### config.mk
export PLATFORM = sky130hd
export DESIGN_NAME = rx_stall_fifo
export DESIGN_NICKNAME = d
export VERILOG_FILES = /design/src/rtl/rx_stall_fifo.sv
export SDC_FILE = /design/constraint.sdc
export NUM_CORES = 1
export LEC_CHECK = 0
export BUFFER_PORTS_ARGS = -buffer_cell sky130_fd_sc_hd__buf_2
export CAP_MARGIN = 10
export CORE_MARGIN = 3
export CORE_UTILIZATION = 64
export DETAILED_ROUTE_END_ITERATION = 16
export PLACE_DENSITY = 0.85
export SYNTH_ARGS = -nofsm -noshare
export SYNTH_HDL_FRONTEND = slang
export SYNTH_SLANG_ARGS = --single-unit
### constraint.sdc
create_clock -name clk -period 12.95 [get_ports clk]
set_input_delay 0.6475 -clock clk [delete_from_list [all_inputs] [get_ports clk]]
set_output_delay 0.6475 -clock clk [all_outputs]
set_load 0.01 [all_outputs]
### src/rtl/rx_stall_fifo.sv
module rx_stall_fifo #(
  parameter int DATA_W   = 32,
  parameter int WORK     = 4,
  parameter int HALT_LAT = 1
) (
  input  logic              clk,
  input  logic              rst_n,
  input  logic              lft_vld,
  input  logic [DATA_W-1:0] lft_msg,
  input  logic              rgt_vld,
  input  logic [DATA_W-1:0] rgt_msg,
  input  logic              rd_en,
  output logic              head_vld,
  output logic [DATA_W-1:0] head_msg,
  output logic              stall_req,
  output logic              ovf_err
);
  localparam int ARR   = 2;
  localparam int SLACK = ARR * HALT_LAT;
  localparam int DEPTH = WORK + SLACK;
  localparam int TH    = WORK - ARR + 1;
  localparam int PW    = (DEPTH > 1) ? $clog2(DEPTH) : 1;
  localparam int CW    = $clog2(DEPTH + 3);

  logic [DATA_W-1:0] mem [DEPTH];
  logic [PW-1:0]     wr_ptr, rd_ptr, wr_ptr2;
  logic [CW-1:0]     cnt, base, room, cnt_nxt;
  logic              do_pop, acc_l, acc_r, drop;

  function automatic logic [PW-1:0] inc(input logic [PW-1:0] p);
    return (p == PW'(DEPTH - 1)) ? '0 : p + PW'(1);
  endfunction

  assign do_pop  = rd_en && (cnt != '0);
  assign base    = cnt - CW'(do_pop);
  assign room    = CW'(DEPTH) - base;
  assign acc_l   = lft_vld && (room >= CW'(1));
  assign acc_r   = rgt_vld && (room >= (acc_l ? CW'(2) : CW'(1)));
  assign drop    = (lft_vld && !acc_l) || (rgt_vld && !acc_r);
  assign wr_ptr2 = acc_l ? inc(wr_ptr) : wr_ptr;
  assign cnt_nxt = base + CW'(acc_l) + CW'(acc_r);

  assign head_vld  = (cnt != '0);
  assign head_msg  = mem[rd_ptr];
  assign stall_req = (cnt >= CW'(TH));

  always_ff @(posedge clk) begin
    if (acc_l) mem[wr_ptr] <= lft_msg;
    if (acc_r) mem[wr_ptr2] <= rgt_msg;
  end

  always_ff @(posedge clk) begin
    if (!rst_n) begin
      wr_ptr  <= '0;
      rd_ptr  <= '0;
      cnt     <= '0;
      ovf_err <= 1'b0;
    end else begin
      if (acc_r)      wr_ptr <= inc(wr_ptr2);
      else if (acc_l) wr_ptr <= inc(wr_ptr);
      if (do_pop) rd_ptr <= inc(rd_ptr);
      cnt <= cnt_nxt;
      if (drop) ovf_err <= 1'b1;
    end
  end

  // occupancy never exceeds total capacity
  assert_cnt_bound_R5: assert property (@(posedge clk) disable iff (!rst_n)
    cnt <= CW'(DEPTH));

  // the stall request only rises after an arrival
  assert_stall_rise_R3: assert property (@(posedge clk) disable iff (!rst_n)
    $rose(stall_req) |-> $past(lft_vld || rgt_vld));

  // the stall request only falls after a removal
  assert_stall_fall_R4: assert property (@(posedge clk) disable iff (!rst_n)
    $fell(stall_req) |-> $past(rd_en));

  // the error flag is sticky
  assert_err_sticky_R9: assert property (@(posedge clk) disable iff (!rst_n)
    ovf_err |=> ovf_err);

  // a removal on an empty buffer leaves it empty
  assert_empty_pop_R7: assert property (@(posedge clk) disable iff (!rst_n)
    (!head_vld && !lft_vld && !rgt_vld) |=> !head_vld);

  // with no traffic the head message stays put
  assert_idle_hold_R2: assert property (@(posedge clk) disable iff (!rst_n)
    (head_vld && !rd_en && !lft_vld && !rgt_vld) |=> ($stable(head_msg) && head_vld));
endmodule

==> impl_metrics.tcl <==
set metrics [dict create \
    status "completed" \
    fp-row-count 46 \
    clkLatencyLatePin_ns 0.50 \
    drv_cap 0 \
    coreArea_mm2 0.0160 \
    syn_avg_cell_area_um2 15.9 \
    final_cell_mix "edfxtp_1, mux2_2, buf_2" \
    p_leak_nw 4.20 \
    htreeDepth 1 \
    gp_congestion 0.810 \
    clockBufferDepth 3 \
    power.share.switching 0.329 \
    cts_buffers 22 \
    first_pass_iters 5 \
    fin_ws_ns 7.70 \
    syn_inst 664 \
    period_minus_slack_ns 5.25 \
    end_kind "register" \
    hold_depth 1 \
    syn_area_mm2 0.0106 \
    yosysUniqueCellTypes 47 \
    die_h_um 134 \
    reg2reg_from "cnt[2]$_SDFF_PN0_" \
    final_common_cell "edfxtp_1" \
    power_frac_comb 0.387 \
    antenna_found_initial 1 \
    power.net_switching_mw 0.883 \
    fillers 1037 \
    start_util 0.660 \
    relSlewSlack 0.269 \
    synth_edf_count 192 \
    final_cells 989 \
    cts_tree "done" \
    hold_buffers 0 \
    peakVddDrop_v 0.000227 \
    die_x_um 134 \
    cp_data_required_time_ns 13.10 \
    worstMarginPinSlew_ns 1.09 \
    grt_util_all_layers 0.253 \
    power_density_mw_per_mm2 227 \
    crit_start "cnt[2]$_SDFF_PN0_" \
    ys.flop_type "edfxtp_1" \
    post_cts_resized 0 \
    seq_power_share 0.396 \
    dpl.hpwl_mm 13.0 \
    cts.sinks 206 \
    overflow 0 \
    setup_tns_ns 0 \
    ys_ff_latch 206 \
    ant_nets 0 \
    fin_nets 838 \
    final_hold_viol_count 0 \
    endpoint "mem[1][16]$_DFFE_PP_" \
    setup_violations 0 \
    path_max_fanout 26 \
    syn_to_final_growth_pct 12.4 \
    grt_pass1_wl_mm 35.5 \
    numPortBuffers 103 \
    ys_warn_count 0 \
    finalCritPeriodShare 0.405 \
    p_int_mw 1.80 \
    drtIter0Drc 458 \
    synth_fp_nets 742 \
    cts.clk_slew.worst_paths_ns 0.06 \
    clkPwrFrac 0.217 \
    rsz0062_at_grt "false" \
    postCtsSetupRepairBufs 0 \
    drive_gt1_frac 0.498 \
    wirelength_mm 22.5 \
    diodes 0 \
    rr_worst_depth 20 \
    dieArea_mm2 0.0181 \
    fin_skew_ns 0.00791 \
    dpl.cell_count 951 \
    viasPerCell 6.28 \
    drc 0 \
    path_class "reg2reg" \
    dr_total_vias 6206 \
    report.final.slew_viol_count 0 \
    io_pins 104 \
    clockRootBuffer "clkbuf_16" \
    r2r_setup_slack_ns 7.70 \
    pre_cts_slack_ns 7.47 \
    max_clock_freq_ghz 0.191 \
    cp.arrival_ns 5.39 \
    grt_pass1_vias 6677 \
    wl_per_cell_um 22.8 \
    min_path_type "reg2reg" \
    r2r_end "mem[1][16]$_DFFE_PP_" \
    seq_area_frac_synth 0.573 \
    synthArstFlopShare 0 \
    fin_util 0.741 \
    grt_max_degree 65 \
    cp-start-kind "register" \
]
[cells by family (layout without fill, tap and decap cells)]
kind of cell,Yosys count,after routing,share of synthesized area
AO/OA/AOI/OAI,47,47,0.0263
XOR/XNOR,9,9,0.00960
adder cells (fa/ha/maj),9,9,0.0114
buffers and inverters,47,156,0.0288
flip-flops,206,206,0.573
multiplexers,260,260,0.308
AND/OR/NAND/NOR,86,86,0.0428
[state kept, by name, summed over array words and instances (netlist names), named ones only]
| register | flops |
|---|---|
| mem | 192 |
| cnt | 4 |
| wr_ptr | 3 |
| ovf_err | 1 |
| rd_ptr | 3 |
[critical path, cell delays in order, from the launching register on]
cell,delay [ns]
dfxtp_1,0.35
nor2_1,0.15
nand3_1,0.10
and2_1,0.21
ha_1,0.21
ha_1,0.36
inv_1,0.11
ha_1,0.22
xnor2_1,0.35
nand2_1,0.16
o21ai_4,0.32
ha_1,0.17
nand2b_1,0.09
a21oi_1,0.08
nand2_1,0.07
o21a_1,0.33
inv_2,0.15
nor2_1,0.28
o21ai_2,0.18
nor3_2,0.50
buf_4,0.49
[worst min-delay path by stage]
| stage | from | end |
|---|---|---|
| after floorplan | rd_ptr[2]$_SDFFE_PN0N_ | register |
| after global placement | ovf_err$_SDFFE_PN0P_ | ovf_err$_SDFFE_PN0P_ |
| after detailed placement | ovf_err$_SDFFE_PN0P_ | ovf_err$_SDFFE_PN0P_ |
| after CTS | ovf_err$_SDFFE_PN0P_ | ovf_err$_SDFFE_PN0P_ |
| after global routing | ovf_err$_SDFFE_PN0P_ | ovf_err$_SDFFE_PN0P_ |
| final | ovf_err$_SDFFE_PN0P_ | ovf_err$_SDFFE_PN0P_ |
[per-stage QoR]
step | power [mW] | instance area [µm²] | hold WS (ns)
final | 2.69 | 11900 | 0.463
after global routing | 2.82 | 11900 | 0.494
after CTS | 2.70 | 11800 | 0.466
after detailed placement | 2.11 | 11200 | 0.453
after global placement | 2.07 | 11200 | 0.449
after floorplan | 1.82 | 10600 | 0.467
[power groups by stage]
stage / logic, mW / clock network [mW] / registers (mW)
floorplan: 0.784 / 0 / 1.03
global placement: 1.01 / 0 / 1.06
detailed placement: 1.03 / 0 / 1.08
CTS: 1.04 / 0.590 / 1.07
global route: 1.13 / 0.614 / 1.08
finish: 1.04 / 0.583 / 1.07
[synth_stat cells (2+ instances only)]
cell / instances / area [µm²]
edfxtp_1: 192 / 5770
mux2_2: 188 / 2120
nor2_1: 38 / 143
mux2i_1: 36 / 360
a21oi_1: 35 / 175
mux4_2: 32 / 721
nand2_1: 16 / 60.1
dfxtp_1: 14 / 280
buf_1: 10 / 37.5
clkbuf_1: 10 / 37.5
ha_1: 8 / 100
and2_1: 7 / 43.8
buf_6: 7 / 78.8
buf_4: 6 / 45.0
inv_1: 6 / 22.5
clkbuf_8: 5 / 68.8
xnor2_1: 5 / 43.8
nor2b_1: 4 / 25.0
mux2_4: 3 / 45.0
nand3_1: 3 / 15.0
nor3_1: 3 / 15.0
o21ai_0: 3 / 15.0
xnor2_2: 3 / 48.8
a21boi_0: 2 / 15.0
buf_2: 2 / 10.0
nand3_2: 2 / 20.0
nand3b_1: 2 / 15.0
o21a_1: 2 / 15.0
or3_1: 2 / 12.5
[metal layers]
layer  wire length [µm]  GRT usage  up-vias
met5                 13          0        -
met2              11600      0.434      243
met3               1710     0.0491       41
li1                   -          -     2787
met1               8840      0.328     3133
met4                404     0.0809        2
[layout make-up]
class / instances / area (µm²) / share of cell area
inverter: 7 / 26.3 / 0.00222
sequential: 206 / 6050 / 0.510
timing repair buffer: 112 / 596 / 0.0502
clock inverter: 6 / 48.8 / 0.00411
multi-input combinational: 411 / 4260 / 0.359
clock buffer: 31 / 606 / 0.0511
tap: 216 / 270 / 0.0228
No activity file was read; power rests on OpenSTA's default activity.
